### config.mk
export PLATFORM = sky130hd
export DESIGN_NAME = irq_source_ctl
export DESIGN_NICKNAME = d
export VERILOG_FILES = /design/src/rtl/irq_src_pkg.sv /design/src/rtl/irq_src_entry.sv /design/src/rtl/irq_src_pick.sv /design/src/rtl/irq_src_scan.sv /design/src/rtl/irq_source_ctl.sv
export SDC_FILE = /design/constraint.sdc
export NUM_CORES = 1
export LEC_CHECK = 0
export BUFFER_PORTS_ARGS = -buffer_cell sky130_fd_sc_hd__buf_2
export CAP_MARGIN = 5
export CORE_MARGIN = 2
export CORE_UTILIZATION = 40
export DETAILED_ROUTE_END_ITERATION = 16
export GPL_TIMING_DRIVEN = 0
export MAX_ROUTING_LAYER = met4
export SETUP_SLACK_MARGIN = 0.3
export SLEW_MARGIN = 20
export SYNTH_ARGS = -nofsm -noshare
export SYNTH_HDL_FRONTEND = slang
export SYNTH_SLANG_ARGS = --single-unit
### constraint.sdc
create_clock -name clk -period 2.41 [get_ports clk]
set_input_delay 0.241 -clock clk [delete_from_list [all_inputs] [get_ports clk]]
set_output_delay 0.241 -clock clk [all_outputs]
set_load 0.05 [all_outputs]
### src/rtl/irq_src_pkg.sv
// Shared types for the interrupt source state controller.
package irq_src_pkg;
    typedef enum logic [1:0] {
        CFG_SET = 2'd0,
        CFG_OFF = 2'd1,
        CFG_ON  = 2'd2,
        CFG_GET = 2'd3
    } cfg_op_e;

    typedef struct packed {
        logic asserted;
        logic sent;
        logic rejected;
        logic mpend;
    } src_status_t;
endpackage

### src/rtl/irq_src_entry.sv
// One table entry: holds server, priority, saved priority and status, and
// raises 'fire' when the entry wants to be offered. Assumes every hit input
// is already decoded to this entry and that src_in is synchronous to clk.
module irq_src_entry
    import irq_src_pkg::*;
#(
    parameter int PRIO_W   = 8,
    parameter int SRV_W    = 4,
    parameter bit IS_LEVEL = 1'b0
) (
    input  logic              clk,
    input  logic              rst_n,
    input  logic              src_in,
    input  logic              rej_hit,
    input  logic              eoi_hit,
    input  logic              cfg_hit,
    input  cfg_op_e           cfg_op,
    input  logic [SRV_W-1:0]  cfg_server,
    input  logic [PRIO_W-1:0] cfg_prio,
    input  logic              scan_hit,
    input  logic              grant,
    output logic [SRV_W-1:0]  server,
    output logic [PRIO_W-1:0] prio,
    output logic              fire
);
    localparam logic [PRIO_W-1:0] MASKED = '1;

    logic [SRV_W-1:0]  srv_q, srv_n;
    logic [PRIO_W-1:0] prio_q, prio_n, saved_q, saved_n;
    src_status_t       st_q, st_n;
    logic              fire_q, fire_n, src_q, eval;

    // Next-state: apply grant, reject, EOI, input, config and sweep in order.
    always_comb begin
        srv_n   = srv_q;
        prio_n  = prio_q;
        saved_n = saved_q;
        st_n    = st_q;
        fire_n  = fire_q;
        eval    = 1'b0;
        if (grant) fire_n = 1'b0;
        if (rej_hit) begin
            st_n.rejected = 1'b1;
            st_n.sent     = 1'b0;
        end
        if (eoi_hit && IS_LEVEL) st_n.sent = 1'b0;
        if (IS_LEVEL) begin
            if (src_in != src_q) begin
                st_n.asserted = src_in;
                eval          = 1'b1;
            end
        end else if (src_in && !src_q) begin
            if (prio_q == MASKED) st_n.mpend = 1'b1;
            else                  fire_n     = 1'b1;
        end
        if (cfg_hit && cfg_op != CFG_GET) begin
            case (cfg_op)
                CFG_SET: begin
                    srv_n   = cfg_server;
                    prio_n  = cfg_prio;
                    saved_n = cfg_prio;
                end
                CFG_OFF: begin
                    prio_n  = MASKED;
                    saved_n = prio_q;
                end
                CFG_ON:  prio_n = saved_q;
                default: ;
            endcase
            if (prio_n == MASKED) begin
                if (fire_n) begin
                    fire_n = 1'b0;
                    if (IS_LEVEL) st_n.sent  = 1'b0;
                    else          st_n.mpend = 1'b1;
                end
            end else if (!IS_LEVEL && st_n.mpend) begin
                st_n.mpend = 1'b0;
                fire_n     = 1'b1;
            end
            if (IS_LEVEL) eval = 1'b1;
        end
        if (scan_hit) begin
            if (IS_LEVEL) eval = 1'b1;
            else if (st_n.rejected) begin
                st_n.rejected = 1'b0;
                if (prio_n != MASKED) fire_n = 1'b1;
            end
        end
        if (eval && IS_LEVEL && prio_n != MASKED && st_n.asserted && !st_n.sent) begin
            st_n.sent = 1'b1;
            fire_n    = 1'b1;
        end
    end

    // State registers; reset masks the entry and clears its status.
    always_ff @(posedge clk) begin
        if (!rst_n) begin
            srv_q   <= '0;
            prio_q  <= MASKED;
            saved_q <= MASKED;
            st_q    <= '0;
            fire_q  <= 1'b0;
            src_q   <= 1'b0;
        end else begin
            srv_q   <= srv_n;
            prio_q  <= prio_n;
            saved_q <= saved_n;
            st_q    <= st_n;
            fire_q  <= fire_n;
            src_q   <= src_in;
        end
    end

    assign server = srv_q;
    assign prio   = prio_q;
    assign fire   = fire_q;

    // a masked entry never waits to be offered.
    a_r9_masked_no_fire: assert property (@(posedge clk) disable iff (!rst_n)
        (prio_q == MASKED) |-> !fire_q);
    // the pending-while-masked flag only lives on a masked entry.
    a_r3_mpend_masked: assert property (@(posedge clk) disable iff (!rst_n)
        st_q.mpend |-> (prio_q == MASKED));

    generate
        if (IS_LEVEL) begin : g_lvl_chk
            // sent only rises on an asserted level entry.
            a_r4_sent_asserted: assert property (@(posedge clk) disable iff (!rst_n)
                $rose(st_q.sent) |-> st_q.asserted);
        end else begin : g_msg_chk
            // message entries never use the sent flag.
            a_r4_msg_no_sent: assert property (@(posedge clk) disable iff (!rst_n)
                !st_q.sent);
        end
    endgenerate
endmodule

### src/rtl/irq_src_pick.sv
// Picks the lowest-index waiting entry and returns a one-hot grant when the
// request is accepted. Assumes N >= 2.
module irq_src_pick #(
    parameter int N     = 8,
    parameter int IDX_W = $clog2(N)
) (
    input  logic [N-1:0]     fire,
    input  logic             ready,
    output logic             valid,
    output logic [IDX_W-1:0] idx,
    output logic [N-1:0]     grant
);
    // Priority encoder: the lowest set index wins.
    always_comb begin
        idx = '0;
        for (int i = N - 1; i >= 0; i--) begin
            if (fire[i]) idx = IDX_W'(i);
        end
    end

    assign valid = |fire;

    // Grant decode for the accepted entry.
    always_comb begin
        grant = '0;
        if (valid && ready) grant[idx] = 1'b1;
    end
endmodule

### src/rtl/irq_src_scan.sv
// Resend sweep: walks the table one index per clock and holds its position
// while 'stall' is high. A start request during a sweep is ignored.
module irq_src_scan #(
    parameter int N     = 8,
    parameter int IDX_W = $clog2(N)
) (
    input  logic             clk,
    input  logic             rst_n,
    input  logic             start,
    input  logic             stall,
    output logic             busy,
    output logic             hit,
    output logic [IDX_W-1:0] idx
);
    localparam logic [IDX_W-1:0] LAST = IDX_W'(N - 1);

    assign hit = busy && !stall;

    // Sweep position and activity.
    always_ff @(posedge clk) begin
        if (!rst_n) begin
            busy <= 1'b0;
            idx  <= '0;
        end else if (!busy) begin
            busy <= start;
            idx  <= '0;
        end else if (!stall) begin
            if (idx == LAST) busy <= 1'b0;
            else             idx  <= idx + 1'b1;
        end
    end

    // the sweep holds its place while a request waits.
    a_r12_hold: assert property (@(posedge clk) disable iff (!rst_n)
        (busy && stall) |=> $stable(idx));
    // one entry per clock when not stalled.
    a_r12_step: assert property (@(posedge clk) disable iff (!rst_n)
        (hit && idx != LAST) |=> (idx == $past(idx) + 1'b1));
endmodule

### src/rtl/irq_source_ctl.sv
// Interrupt source state controller top. It decodes the configuration,
// reject and EOI numbers against the base, builds one entry per source and
// drives a single valid/ready request port. Assumes one presentation stage.
module irq_source_ctl
    import irq_src_pkg::*;
#(
    parameter int                 NUM_SRC    = 8,
    parameter int                 BASE       = 16,
    parameter int                 NUM_SRV    = 4,
    parameter int                 SRV_W      = 4,
    parameter int                 PRIO_W     = 8,
    parameter int                 NUM_W      = 8,
    parameter logic [NUM_SRC-1:0] LEVEL_MASK = 8'hF0
) (
    input  logic               clk,
    input  logic               rst_n,
    input  logic [NUM_SRC-1:0] src_in,
    input  logic               cfg_valid,
    input  logic [1:0]         cfg_op,
    input  logic [NUM_W-1:0]   cfg_num,
    input  logic [SRV_W-1:0]   cfg_server,
    input  logic [PRIO_W-1:0]  cfg_prio,
    output logic               cfg_ack,
    output logic               cfg_err,
    output logic [SRV_W-1:0]   rd_server,
    output logic [PRIO_W-1:0]  rd_prio,
    input  logic               rej_valid,
    input  logic [NUM_W-1:0]   rej_num,
    input  logic               eoi_valid,
    input  logic [NUM_W-1:0]   eoi_num,
    input  logic               resend_req,
    output logic               scan_busy,
    output logic               pres_valid,
    input  logic               pres_ready,
    output logic [NUM_W-1:0]   pres_num,
    output logic [PRIO_W-1:0]  pres_prio
);
    localparam int IDX_W = (NUM_SRC > 1) ? $clog2(NUM_SRC) : 1;
    localparam logic [NUM_W-1:0] BASE_N = NUM_W'(BASE);

    cfg_op_e           op;
    logic              cfg_in_rng, srv_ok, cfg_bad;
    logic              rej_in_rng, eoi_in_rng;
    logic [IDX_W-1:0]  cfg_idx, rej_idx, eoi_idx, pick_idx, scan_idx;
    logic              scan_hit;
    logic [NUM_SRC-1:0] fire_v, grant_v;
    logic [SRV_W-1:0]  srv_a  [NUM_SRC];
    logic [PRIO_W-1:0] prio_a [NUM_SRC];

    assign op = cfg_op_e'(cfg_op);

    // Range checks and index extraction for the three numbered inputs.
    assign cfg_in_rng = (int'(cfg_num) >= BASE) && (int'(cfg_num) < BASE + NUM_SRC);
    assign rej_in_rng = (int'(rej_num) >= BASE) && (int'(rej_num) < BASE + NUM_SRC);
    assign eoi_in_rng = (int'(eoi_num) >= BASE) && (int'(eoi_num) < BASE + NUM_SRC);
    assign srv_ok     = int'(cfg_server) < NUM_SRV;
    assign cfg_bad    = !cfg_in_rng || (op == CFG_SET && !srv_ok);
    assign cfg_idx    = IDX_W'(cfg_num - BASE_N);
    assign rej_idx    = IDX_W'(rej_num - BASE_N);
    assign eoi_idx    = IDX_W'(eoi_num - BASE_N);

    irq_src_pick #(.N(NUM_SRC), .IDX_W(IDX_W)) u_pick (
        .fire  (fire_v),
        .ready (pres_ready),
        .valid (pres_valid),
        .idx   (pick_idx),
        .grant (grant_v)
    );

    irq_src_scan #(.N(NUM_SRC), .IDX_W(IDX_W)) u_scan (
        .clk   (clk),
        .rst_n (rst_n),
        .start (resend_req),
        .stall (pres_valid && !pres_ready),
        .busy  (scan_busy),
        .hit   (scan_hit),
        .idx   (scan_idx)
    );

    generate
        for (genvar g = 0; g < NUM_SRC; g++) begin : g_ent
            irq_src_entry #(
                .PRIO_W   (PRIO_W),
                .SRV_W    (SRV_W),
                .IS_LEVEL (LEVEL_MASK[g])
            ) u_ent (
                .clk        (clk),
                .rst_n      (rst_n),
                .src_in     (src_in[g]),
                .rej_hit    (rej_valid && rej_in_rng && rej_idx == IDX_W'(g)),
                .eoi_hit    (eoi_valid && eoi_in_rng && eoi_idx == IDX_W'(g)),
                .cfg_hit    (cfg_valid && !cfg_bad && cfg_idx == IDX_W'(g)),
                .cfg_op     (op),
                .cfg_server (cfg_server),
                .cfg_prio   (cfg_prio),
                .scan_hit   (scan_hit && scan_idx == IDX_W'(g)),
                .grant      (grant_v[g]),
                .server     (srv_a[g]),
                .prio       (prio_a[g]),
                .fire       (fire_v[g])
            );
        end
    endgenerate

    assign pres_num  = BASE_N + NUM_W'(pick_idx);
    assign pres_prio = prio_a[pick_idx];

    // Configuration response: acknowledge, error flag and GET readback.
    always_ff @(posedge clk) begin
        if (!rst_n) begin
            cfg_ack   <= 1'b0;
            cfg_err   <= 1'b0;
            rd_server <= '0;
            rd_prio   <= '0;
        end else begin
            cfg_ack <= cfg_valid;
            if (cfg_valid) begin
                cfg_err <= cfg_bad;
                if (op == CFG_GET && !cfg_bad) begin
                    rd_server <= srv_a[cfg_idx];
                    rd_prio   <= prio_a[cfg_idx];
                end
            end
        end
    end

    // every operation is acknowledged on the next cycle.
    a_r8_ack_follows: assert property (@(posedge clk) disable iff (!rst_n)
        cfg_valid |=> cfg_ack);
    // an offered number always lies inside the table's range.
    a_r2_num_in_range: assert property (@(posedge clk) disable iff (!rst_n)
        pres_valid |-> (int'(pres_num) >= BASE && int'(pres_num) < BASE + NUM_SRC));
endmodule

# Word level (Yosys, flattened, before mapping)
# Cells that the tools add are included.
# classes
reduce_logical	107
eq_ne	53
n_lt_le_gt_ge	11
mux	171
n_bitwise	5
add_sub_neg	5
# op_table
cell	count
$pmux W8 S3	8
$mux W8	21
$pmux W8 S2	8
$mux W1	116
$eq A8 B8 Y1 const B	12
$logic_and A1 B1 Y1	64
$ne A8 B8 Y1 const B	8
$bmux W8 S3	2
$eq A3 B3 Y1 const B	16
$reduce_and A2 Y1	19
$ge A8 B5 Y1 const B	3
$lt A8 B5 Y1 const B	3
$mux W3	8
$eq A3 B2 Y1 const B	6
$logic_not A1 Y1	13
$bmux W4 S3	1
$eq A3 B1 Y1 const B	3
$logic_not A3 Y1	3
$sub A3 B1 Y3 const B	3
$ge A4 B4 Y1 const B	2
$mux W2	4
$mux W4	2
$not A3 Y4	2
$reduce_or A2 Y1	4
15 further kinds	21
# totals
inputBits	53
output_inout_bits	32
elab_cells	418
reg_bits	214

# Depth between registers and ports, before layout
# Gate-level depths: netlist (run 1).
# depth
ltp_word	22
ltp_mapped	11

# Hierarchy
# From an unflattened synthesis (run 1), not the netlist that was laid out.
# hier_totals
cells_unflattened	1401
area_unflattened_um2	12355.6
# by_module_without_submodules
module	n_inst	seq_area_each_um2	cells_per_inst	area_per_inst_um2
irq_src_entry at g_ent[4].u_ent ...	4	480.5	139	1258.7
irq_src_entry at g_ent[0].u_ent ...	4	480.5	142	1211.2
irq_source_ctl	1	280.3	231	2104.5
irq_src_pick	1	0.0	27	190.2
irq_src_scan	1	80.1	19	181.4

# Worst setup path before layout (run 1)
# OpenSTA, ideal clock, no wires.
# synth_timing
kind	register to output
start	reg g_ent[5].u_ent.fire_q
end	out pres_prio[0]
path_buffers	3
arrival_time_ns	1.947
path_slack_ns	0.222
path_stages_with_launch	10
cell_sequence	dfxtp_1 clkbuf_1 inv_1 a21oi_1 o31ai_1 buf_2 buf_2 mux2i_1 o22ai_1 or2_2
# synth_between
elab_chain_cells	10
# synth_rtl
element	line	rtl
start: declaration	irq_src_entry.sv:31	logic fire_q, fire_n, src_q, eval;
start signal: assignment	irq_src_entry.sv:109	fire_q <= fire_n;
$mux W3 (6 in a row)	irq_src_pick.sv:17	if (fire[i]) idx = IDX_W'(i);
$not A3 Y4 (not written as such)	irq_source_ctl.sv:106	assign pres_prio = prio_a[pick_idx];
$bmux W8 S3	irq_source_ctl.sv:106	
$mux W8 (not written as such) (2 in a row)	irq_source_ctl.sv:106	
end: declaration	irq_source_ctl.sv:36	output logic [PRIO_W-1:0] pres_prio
# Every way passes these cells. The select of a mux whose other input is x is not followed.

# Final worst setup path (run 1)
# layout_timing
start	reg g_ent[5].u_ent.fire_q
end	out pres_prio[1]
# The elaborated chain is that of the path after synthesis.

==> metrics, run 1 <==
sequential element share of the synthesized area=between 30% and 40%; RSZ-0062 raised after global routing=yes; CTS H-Tree Depth=1; clock slew at reported path FFs=around 0.060 ns; Slew Limit Headroom=between 20% and 30%; Yosys reg bits=210; clk root buf=clkbuf_16; wire length per cell=between 20 and 25 um; slowest cell on the critical path=dfxtp_2; Synth Area per Inst=between 8 and 9 um^2; die area=0.0293 mm^2; initial core utilization=a little over 40%; WHS Path Cells=2; crit-path max FO=5; Ant. Diodes=0; Critical Path Sink Type=output pin; RePlAce Congestion=0.987; max incr delay on CP=~0.32 ns; failing checks=setup timing; Final Critical Period=2.72 ns; Yosys top cell area share=between 30 and 40%; first-pass GRT wire length=66.2 mm; startpoint types=flop; HP Class=in -> reg; area grow syn2layout=22.4%; YS warnings=0; Setup violations, final=8; number of global-route vias before repair=around 11000; initial antenna violation count=0; PortBufs=74; NumNets Final=between 1500 and 2000; critical path required time=about 2.2 ns; area of the multi-input gates=around 0.0064 mm^2; final max-slew violation count=0; # fillers=around 2800; Tightest Pin Transition=1.19 ns; synth unique cells=80; detailed placement HPWL=between 30 and 40 mm; ANT nets after route=0; final instance area=0.0137 mm^2; Worst Skew=0.00656 ns; vias per inst=about 6; Peak Freq=0.367 GHz; Die Span X=around 170 um; final wirelength=45.2 mm; CTS Buf Count=25; Crit path arrival time=2.48 ns; number of flops mapped to enable cells by yosys=0; DRC Markers=0; # clock sinks=210; WHS=roughly 0.024 ns; pin count of the biggest net entering global routing=13; top cell type by total area after synthesis=dfxtp_1; PwrDens=~600 mW/mm^2; Placement Cell Area=roughly 0.012 mm^2; Vias=approximately 11000; Setup WS post-layout=-0.311 ns; dominant synthesized flop cell=dfxtp_1; max-capacitance violation count=0; Leak=0.00625 uW; worst reg2reg path depth=11; dominant cells by area after synthesis=dfxtp_1, nand2_1, a21oi_1; Async S/R FF share, synth=0%; Final Hold Viols=0; TritonCTS clock tree=done; Pre-Repair DR Iteration Count=5; worst path cell trace=buf_8 -> inv_4 -> a21oi_4 -> o31ai_2 -> buf_4 -> buf_12 -> buf_12 -> mux2i_2 -> o22ai_1 -> or2_4 -> buf_8; VDD IR max=approximately 0.44 mV; initial DRC count=1511; TNS Setup=-2.32 ns; die height=between 150 and 200 um; layout cell share with drive strength beyond 1=between 20% and 30%; Seq. cell area=0.00421 mm^2; gr usage total=between 30% and 40%; Clock Path Buffers=3; Tcrit/Tclk final=113%; I/O pins=85; row cnt=61; Gate Count Post-Synth=between 1000 and 1500; outcome=finished, violations left; core area=approximately 0.028 mm^2; mapped cell area=0.0112 mm^2; GRT overflow=0; Setup Crit Path Kind=reg -> out; latest clock arrival within the worst-skew pair=0.53 ns
[cell usage in the layout (no fill, tap or decap), types with 7 or more instances in the layout]
| cell type | n |
|---|---|
| buf_8 | 9 |
| a211oi_1 | 16 |
| nand4_1 | 17 |
| nor2_1 | 70 |
| clkbuf_1 | 51 |
| a21oi_1 | 140 |
| buf_2 | 90 |
| inv_1 | 66 |
| mux2_2 | 12 |
| nand2b_1 | 8 |
| dfxtp_1 | 205 |
| and2_1 | 8 |
| nor3b_1 | 9 |
| buf_1 | 8 |
| o21ai_0 | 59 |
| buf_4 | 30 |
| clkinv_2 | 7 |
| mux2i_2 | 7 |
| dlygate4sd3_1 | 9 |
| mux4_2 | 24 |
| or2_4 | 8 |
| nand2_1 | 197 |
| mux2i_1 | 46 |
| and3_1 | 10 |
| clkbuf_16 | 25 |
| o22ai_1 | 80 |
| nand3_1 | 9 |
| buf_6 | 17 |
| o211ai_1 | 92 |
| nor2b_1 | 13 |
| or3_1 | 14 |
| nor2_2 | 11 |
[layer usage]
metal / GRT usage [%] / routed length (um) / up-vias
met5: - / 0 / -
met4: 13.1 / 2140 / 0
met3: 4.19 / 4120 / 121
met2: 48.3 / 20200 / 654
met1: 40.9 / 18800 / 5448
li1: - / - / 5207
[sequential cells by signal, summed over array words and instances (netlist names)]
signal,cells
rd_server,4
u_scan.busy,1
g_ent.u_ent.server,32
cfg_err,1
g_ent.u_ent.st_q,16
g_ent.u_ent.saved_q,64
g_ent.u_ent.fire,8
cfg_ack,1
rd_prio,8
g_ent.u_ent.prio,64
g_ent.u_ent.src_q,8
u_scan.idx,3
[cell usage after synthesis, drive strengths merged (5+ instances only)]
| cell type | instances |
|---|---|
| clkbuf | 51 |
| a21oi | 146 |
| nor2 | 82 |
| and2 | 8 |
| nor4 | 9 |
| nor3 | 9 |
| ha | 6 |
| or4 | 6 |
| or2 | 11 |
| inv | 68 |
| dfxtp | 210 |
| and3 | 10 |
| nor3b | 10 |
| buf | 64 |
| o22ai | 82 |
| o211ai | 92 |
| nand2b | 9 |
| nand2 | 202 |
| mux2 | 13 |
| mux2i | 55 |
| nor2b | 14 |
| mux4 | 24 |
| o21ai | 64 |
| or3 | 15 |
| nand3 | 11 |
| a211oi | 16 |
| o31ai | 5 |
| nand4 | 18 |
[what timing repair did]
item / in CTS / in global routing
hold endpoints to repair: 9 / 0
cloned: 3 / 0
pin swaps: 21 / 28
gates resized for setup: 69 / 59
endpoints found under the setup margin: 16 / 63
buffers inserted: 17 / 8
hold buffers: 9 / 0
[stage by stage]
stage                     setup WS, ns  power [uW]  utilization (%)  instances
after CTS                       -0.384        8160             48.4       1886
after global routing            -0.385        8420             49.5       1894
after floorplan                  0.347        4130                -       1364
final                           -0.311        8190             49.5       1894
after detailed placement        -0.264        4450             43.6       1816
after global placement          -0.263        4450             43.6       1816
[critical path, delay by kind of cell (launching register included)]
family                 cells  cell delay, ns
AO/OA/AOI/OAI              3            0.33
buffers and inverters      6            0.80
multiplexers               1            0.22
AND/OR/NAND/NOR            1            0.29
flip-flops                 1            0.32
[final timing paths]
| path | from | slack, ns | endpoint |
|---|---|---|---|
| setup / recovery | g_ent[5].u_ent.fire$_SDFF_PN0_ | -0.31 | pres_prio[1] |
| hold / removal | cfg_valid | 0.02 | cfg_err$_SDFFE_PN0P_ |
| setup reg to reg | g_ent[5].u_ent.fire$_SDFF_PN0_ | 0.11 | g_ent[6].u_ent.st_q[2]$_SDFF_PN0_ |
| hold reg to reg | g_ent[7].u_ent.st_q[3]$_SDFF_PN0_ | 0.46 | g_ent[7].u_ent.st_q[3]$_SDFF_PN0_ |
[cell families after synthesis]
logic type      count (synthesis)  share of synthesized area, %
xor+xnor                        1                        0.0782
mux                            92                          11.1
buf+inv                       184                          7.36
simple gates                  424                          18.5
other cells                     2                        0.0671
flops                         210                          37.6
fa+ha+maj                       8                         0.849
compound gates                440                          24.6
[report_power, final]
group | internal, uW | switching, uW | total (uW)
sequential | 3500 | 19.7 | 3520
combinational | 329 | 636 | 965
clock | 2190 | 1520 | 3710
total | 6020 | 2180 | 8190
[cell type report]
type | count | share of cell area [%]
multi-input cells | 970 | 46.9
flip-flops and latches | 210 | 30.7
repair buffers | 111 | 6.51
clock buffers | 31 | 4.95
plain buffers | 115 | 4.77
well taps | 378 | 3.45
inverters | 69 | 1.91
clock inverters | 10 | 0.749
(Power assumes the default switching activity.)
==> inputs of run 2 (changes only) <==
Settings changed: CORE_ASPECT_RATIO set to 0.8, CORE_UTILIZATION 40 to 55, PLACE_DENSITY set to 0.74.
==> run 2 against run 1 <==
The flow still finishes with violations (setup timing). Total power fell by 3.0%. Sequential share of layout area grew 0.079 points. Sequential power hardly changed. Critical path depth up 1. Count of clock-buffer cells in the layout increased by 2. Non-clock buffer count grew 13. Routed wire length fell by 1.8%. Combinational power up 2%. Critical path type unchanged.
==> metrics, run 2 (same netlist as run 1, synthesis figures left out) <==
Setup WS post-layout=-0.368 ns (-0.0567 ns); layout cell share with drive strength beyond 1=21.6% (+0.40 points); Vias=11900 (+4.5%); PortBufs=74 (unchanged); Setup violations, final=10 (+2); sequential share of power=44.2% (+1.2 points); Critical Path Sink Type=output pin; P_sw=2120 uW (-2.7%); first-pass GRT wire length=64.8 mm (-2.1%); initial DRC count=2130 (+41%); most common cell after layout, fill and taps aside=dfxtp_1; DRC Markers=0 (unchanged); outcome=finished, violations left; detailed placement HPWL=30.6 mm (-6.3%); Ant. Diodes=0 (unchanged); die area=0.0215 mm^2 (-27%); vias per inst=6.68 (+11%); die height=132 um (-23%); busiest grt layer=met2; # fillers=1663 (-40%); Crit path arrival time=2.54 ns (+0.06 ns); CTS Buf Count=22 (-12%); number of global-route vias before repair=11100 (+5.5%); Peak Freq=0.360 GHz (-2.0%); R2R Path Start=g_ent[5].u_ent.fire$_SDFF_PN0_; met1 Resource Use GR=54.7% (+14 points); clock slew at reported path FFs=0.07 ns (about the same); highest-count cells in the layout ignoring fill and taps=dfxtp_1, nand2_1, a21oi_1, buf_2, o211ai_1; max-capacitance violation count=0 (unchanged); # clock sinks=210 (unchanged); M2 GR Usage=55.5% (+7.2 points); Tightest Pin Transition=1.18 ns (-0.0124 ns); Net Sw Frac=26.7% (+0.087 points); Slew Limit Headroom=21.0% (+0.83 points); CTS H-Tree Depth=1 (unchanged); worst path cell trace=buf_8 -> inv_4 -> a21oi_4 -> o31ai_2 -> buf_4 -> buf_12 -> buf_12 -> buf_16 -> mux2i_2 -> o22ai_1 -> or2_4 -> buf_8; FF-to-FF setup slack=-0.03 ns (-0.14 ns); latest clock arrival within the worst-skew pair=0.52 ns (about the same); Clk network pwr share=43.4% (-1.9 points); gr usage total=40.7% (+9.5 points); Leak=0.00631 uW (+0.90%); Final Critical Period=2.78 ns (+0.0567 ns); ANT nets after route=0 (unchanged); area grow syn2layout=22.1%; slowest cell on the critical path=dfxtp_2; final non-filler cell total=1789 (-5.5%); wire length per cell=24.8 um (+4.0%); initial core utilization=56.2% (+16 points); Tcrit/Tclk final=115% (+2.4 points); GRT overflow=0 (unchanged); pin count of the biggest net entering global routing=14 (+1); worst reg2reg path depth=12 (+1); reg2reg end=g_ent[7].u_ent.fire$_SDFF_PN0_; NumNets Final=1571 (+0.64%); row cnt=46 (-25%); Pre-Repair DR Iteration Count=9 (+4); VDD IR max=0.566 mV (+30%); Gate power share=12.4% (+0.6 points); Setup Crit Path Kind=reg -> out; core area=0.0199 mm^2 (-28%); Final Hold Viols=0 (unchanged); Worst Skew=0.0134 ns (+0.00681 ns); TritonCTS clock tree=done; critical path required time=2.17 ns (about the same); final wirelength=44.4 mm (-1.8%); Die Span X=164 um (-4.5%); Finished Core Util=68.6% (+19 points); max incr delay on CP=0.32 ns (about the same); RSZ-0062 raised after global routing=yes; WHS Path Cells=2 (unchanged); HP Class=in -> reg; hold path endpoint=cfg_err$_SDFFE_PN0P_; Clock Path Buffers=3 (unchanged); Pint=5830 uW (-3.1%); Worst Min Path Start=cfg_valid; met3 GRT Util=13.3% (+9.1 points); clk root buf=clkbuf_16; initial antenna violation count=0 (unchanged); crit-path max FO=6 (+1); failing checks=setup timing; PwrDens=581 mW/mm^2 (-2.7%); I/O pins=85 (unchanged); RePlAce Congestion=1.08 (+9.2%); startpoint types=flop; final max-slew violation count=0 (unchanged); placed cell count=1702 (-6.3%)
## run 2: changes by cell type in the layout (fill, tap and decap cells not counted), sizes merged
cell | previous run | this run
clkinv | 8 | 4
clkbuf | 85 | 84
buf | 163 | 179
clkinvlp | 1 | 0
bufinv | 2 | 1
## run 2: worst max-delay path by stage
| stage | startpoint | to | cells after the start |
|---|---|---|---|
| after floorplan | g_ent[5].u_ent.fire$_SDFF_PN0_ | pres_num[1] | 4 |
| after global placement | cfg_op[1] | g_ent[5].u_ent.server[0]$_SDFFE_PN0P_ | 10 |
| after detailed placement | cfg_op[1] | g_ent[5].u_ent.saved_q[5]$_SDFFE_PN1P_ | 10 |
| after CTS | g_ent[5].u_ent.fire$_SDFF_PN0_ | pres_prio[0] | 12 |
| after global routing | g_ent[5].u_ent.fire$_SDFF_PN0_ | pres_prio[7] | 10 |
| final | g_ent[5].u_ent.fire$_SDFF_PN0_ | pres_prio[0] | 12 |
## run 2: layer usage
| metal | part of all wire (%) | up-vias |
|---|---|---|
| met5 | 0 | - |
| met2 | 41 | 962 |
| met1 | 38 | 5559 |
| li1 | - | 5207 |
| met4 | 5.3 | 0 |
| met3 | 16 | 221 |
## run 2: worst max-delay path: cells and delay by family, from the launching register on
| kind | cells | cell delay [ns] |
|---|---|---|
| buffers and inverters | 7 | 0.85 |
| AO/OA/AOI/OAI | 3 | 0.34 |
| flip-flops | 1 | 0.32 |
| AND/OR/NAND/NOR | 1 | 0.31 |
| multiplexers | 1 | 0.20 |
## run 2: power by group through the flow
stage               logic (uW)  clock network (uW)  registers, uW
finish                     984                3450           3520
global route              1020                3570           3520
CTS                        892                3430           3520
detailed placement         829                   0           3590
global placement           824                   0           3590
floorplan                  528                   0           3600
## run 2: stage by stage
stage               setup slack [ns]  cell area, um^2  TNS (ns)  total power, uW  hold slack, ns
floorplan                      0.347            11200         0             4130           0.363
global placement              -0.240            11900     -4.45             4420           0.442
detailed placement            -0.295            11900     -5.99             4420           0.449
CTS                           -0.341            13300     -2.74             7840          0.0308
global route                  -0.416            13700     -3.70             8110          0.0393
finish                        -0.368            13700     -2.99             7950          0.0282
## run 2: repair_timing
item / in CTS / in global routing
setup endpoints to repair: 21 / 56
hold buffers: 9 / 0
hold endpoints to repair: 9 / 0
setup buffers: 24 / 15
resized for setup: 84 / 59
gates cloned: 2 / 0
pin swaps: 24 / 42
## run 2: layout make-up
class | instances | area (um^2) | share of cell area, %
timing repair buffer | 124 | 1020 | 7.47
sequential | 210 | 4210 | 30.8
tap | 264 | 330 | 2.42
buffer | 115 | 643 | 4.70
multi-input combinational | 970 | 6490 | 47.5
clock buffer | 33 | 663 | 4.85
clock inverter | 4 | 45.0 | 0.329
inverter | 69 | 267 | 1.95
==> inputs of run 3 (changes only) <==
Settings changed: CORE_MARGIN 2 to unset, CORE_UTILIZATION 55 to 40, PLACE_DENSITY 0.74 to unset, REMOVE_ABC_BUFFERS set to 1.
==> run 3 against run 2 <==
The run still ends with setup timing left. Cell count is 0.56% higher. Total power increased by 2.8%. Fmax rose by 1.1%. Highest routed layer unchanged.
==> metrics, run 3 (same netlist as run 1, synthesis figures left out) <==
Worst Skew=0.0137 ns (+0.000377 ns); PwrDens=599 mW/mm^2 (+3.0%); detailed placement HPWL=25.1 mm (-18%); vias per inst=5.98 (-11%); slowest cell on the critical path=dfxtp_4; core area=0.0274 mm^2 (+37%); clock slew at reported path FFs=0.06 ns (about the same); Clock Path Buffers=3 (unchanged); max-capacitance violation count=0 (unchanged); CTS H-Tree Depth=1 (unchanged); final wirelength=38.7 mm (-13%); Setup violations, final=8 (-2); VDD IR max=0.495 mV (-13%); RePlAce Congestion=0.943 (-13%); die area=0.0287 mm^2 (+33%); critical path required time=2.17 ns (about the same); die height=152 um (+15%); # fillers=2594 (+56%); Ant. Diodes=0 (unchanged); Tightest Pin Transition=1.23 ns (+0.0481 ns); initial core utilization=40.9% (-15 points); I/O pins=85 (unchanged); Setup Crit Path Kind=reg -> out; Final Critical Period=2.75 ns (-0.0293 ns); gr usage total=26.8% (-14 points); pin count of the biggest net entering global routing=101 (+87); WHS=0.0208 ns (-0.00741 ns); Final Hold Viols=0 (unchanged); final non-filler cell total=1799 (+0.56%); Vias=10800 (-10%); Pre-Repair DR Iteration Count=5 (-4); Tcrit/Tclk final=114% (-1.2 points); Critical Path Sink Type=output pin; max incr delay on CP=0.35 ns (+0.03 ns); highest-count cells in the layout ignoring fill and taps=dfxtp_1, nand2_1, a21oi_1, o211ai_1, o22ai_1; latest clock arrival within the worst-skew pair=0.52 ns (about the same); outcome=finished, violations left; Crit path arrival time=2.51 ns (-0.03 ns); Slew Limit Headroom=17.9% (-3.1 points); startpoint types=flop; worst path cell trace=nand2b_4 -> a21oi_4 -> o31ai_4 -> buf_8 -> buf_12 -> buf_12 -> mux2i_2 -> o22ai_2 -> or2_4 -> buf_8; placed cell count=1703 (+0.059%); DRC Markers=0 (unchanged); number of global-route vias before repair=9645 (-13%); Leak=0.00619 uW (-1.9%); PortBufs=79 (+6.8%); # clock sinks=210 (unchanged); Setup WS post-layout=-0.339 ns (+0.0293 ns); CTS Buf Count=24 (+9.1%); RSZ-0062 raised after global routing=yes; ANT nets after route=0 (unchanged); Peak Freq=0.364 GHz (+1.1%); layout cell share with drive strength beyond 1=21.5% (-0.11 points); initial antenna violation count=0 (unchanged); NumNets Final=1476 (-6.0%); area grow syn2layout=21.9%; failing checks=setup timing; wire length per cell=21.5 um (-13%); most common cell after layout, fill and taps aside=dfxtp_1; Die Span X=189 um (+16%); final max-slew violation count=0 (unchanged); crit-path max FO=7 (+1); TritonCTS clock tree=done; first-pass GRT wire length=57.5 mm (-11%); HP Class=in -> reg; GRT overflow=0 (unchanged); initial DRC count=1269 (-40%); row cnt=54 (+17%); clk root buf=clkbuf_16
-- run 3: changes by cell type in the layout (fill, tap and decap cells not counted), moves of 3 or more --
cell        before  now
buf_1           10    0
buf_16           2    7
buf_2           93   63
buf_4           34   27
buf_6           24   14
clkbuf_1        52    4
clkbuf_16       23   27
clkinv_2         3    7
clkinvlp_4       0    3
inv_4            3    0
nor3_1           7    3
nor3_2           1    6
or3_1           14    6
or3_4            1    9
-- run 3: path summary, 6_finish.rpt --
path                                                            start                                    end  slack, ns  cells past startpoint
worst min-delay path                                        cfg_valid                   cfg_err$_SDFFE_PN0P_       0.02                      2
worst max register to register         g_ent[1].u_ent.fire$_SDFF_PN0_         g_ent[7].u_ent.fire$_SDFF_PN0_       0.17                      8
worst max-delay path                   g_ent[6].u_ent.fire$_SDFF_PN0_                           pres_prio[2]      -0.34                     10
worst min register to register  g_ent[3].u_ent.server[0]$_SDFFE_PN0P_  g_ent[3].u_ent.server[0]$_SDFFE_PN0P_       0.47                      2
-- run 3: worst max-delay path: cells and delay by family (launching register included) --
family / cells / cell delay (ns)
AOI/OAI and AO/OA: 3 / 0.39
buffers and inverters: 4 / 0.57
DFF: 1 / 0.35
muxes: 1 / 0.26
and+or+nand+nor: 2 / 0.40
-- run 3: through the flow --
| stage | TNS (ns) | util (%) | cell area, um^2 | setup WS [ns] | power [uW] |
|---|---|---|---|---|---|
| finish | -2.17 | 49.9 | 13600 | -0.339 | 8170 |
| global route | -2.70 | 49.9 | 13600 | -0.377 | 8430 |
| global placement | -737.72 | 42.0 | 11500 | -5.91 | 4340 |
| detailed placement | -105.91 | 43.0 | 11800 | -1.26 | 4370 |
| floorplan | -108.23 | - | 10600 | -3.15 | 4000 |
| CTS | -2.52 | 48.2 | 13200 | -0.346 | 8160 |
-- run 3: layout make-up --
| cell class | instances | area (um^2) | share of cell area [%] |
|---|---|---|---|
| clock buffer | 33 | 696 | 5.10 |
| clock inverter | 11 | 113 | 0.825 |
| inverter | 69 | 260 | 1.91 |
| multi-input combinational | 972 | 6550 | 48.0 |
| sequential | 210 | 4220 | 30.9 |
| tap | 364 | 455 | 3.34 |
| timing repair buffer | 140 | 1350 | 9.88 |
-- run 3: where the power goes --
group | total, uW | internal (uW) | leakage [uW] | switching [uW]
Sequential | 3520 | 3500 | 0.00171 | 18.7
Combinational | 910 | 334 | 0.00409 | 576
Clock | 3750 | 2230 | 0.000394 | 1520
-- run 3: layer usage --
layer / track usage (%) / vias to the layer above / part of all wire, %
li1: - / 5048 / -
met5: - / - / 0
met4: 7.62 / 0 / 3.1
met2: 38.4 / 509 / 42
met1: 36.9 / 5111 / 45
met3: 6.93 / 86 / 9.5
-- run 3: timing repair --
item                                   4_1_cts  5_1_grt
setup buffers                               15       20
gates cloned                                 4        3
gates resized for setup                     77       56
setup endpoints to repair                  155       72
hold buffers                                10        0
pin swaps                                   14       28
endpoints found under the hold margin       10        0
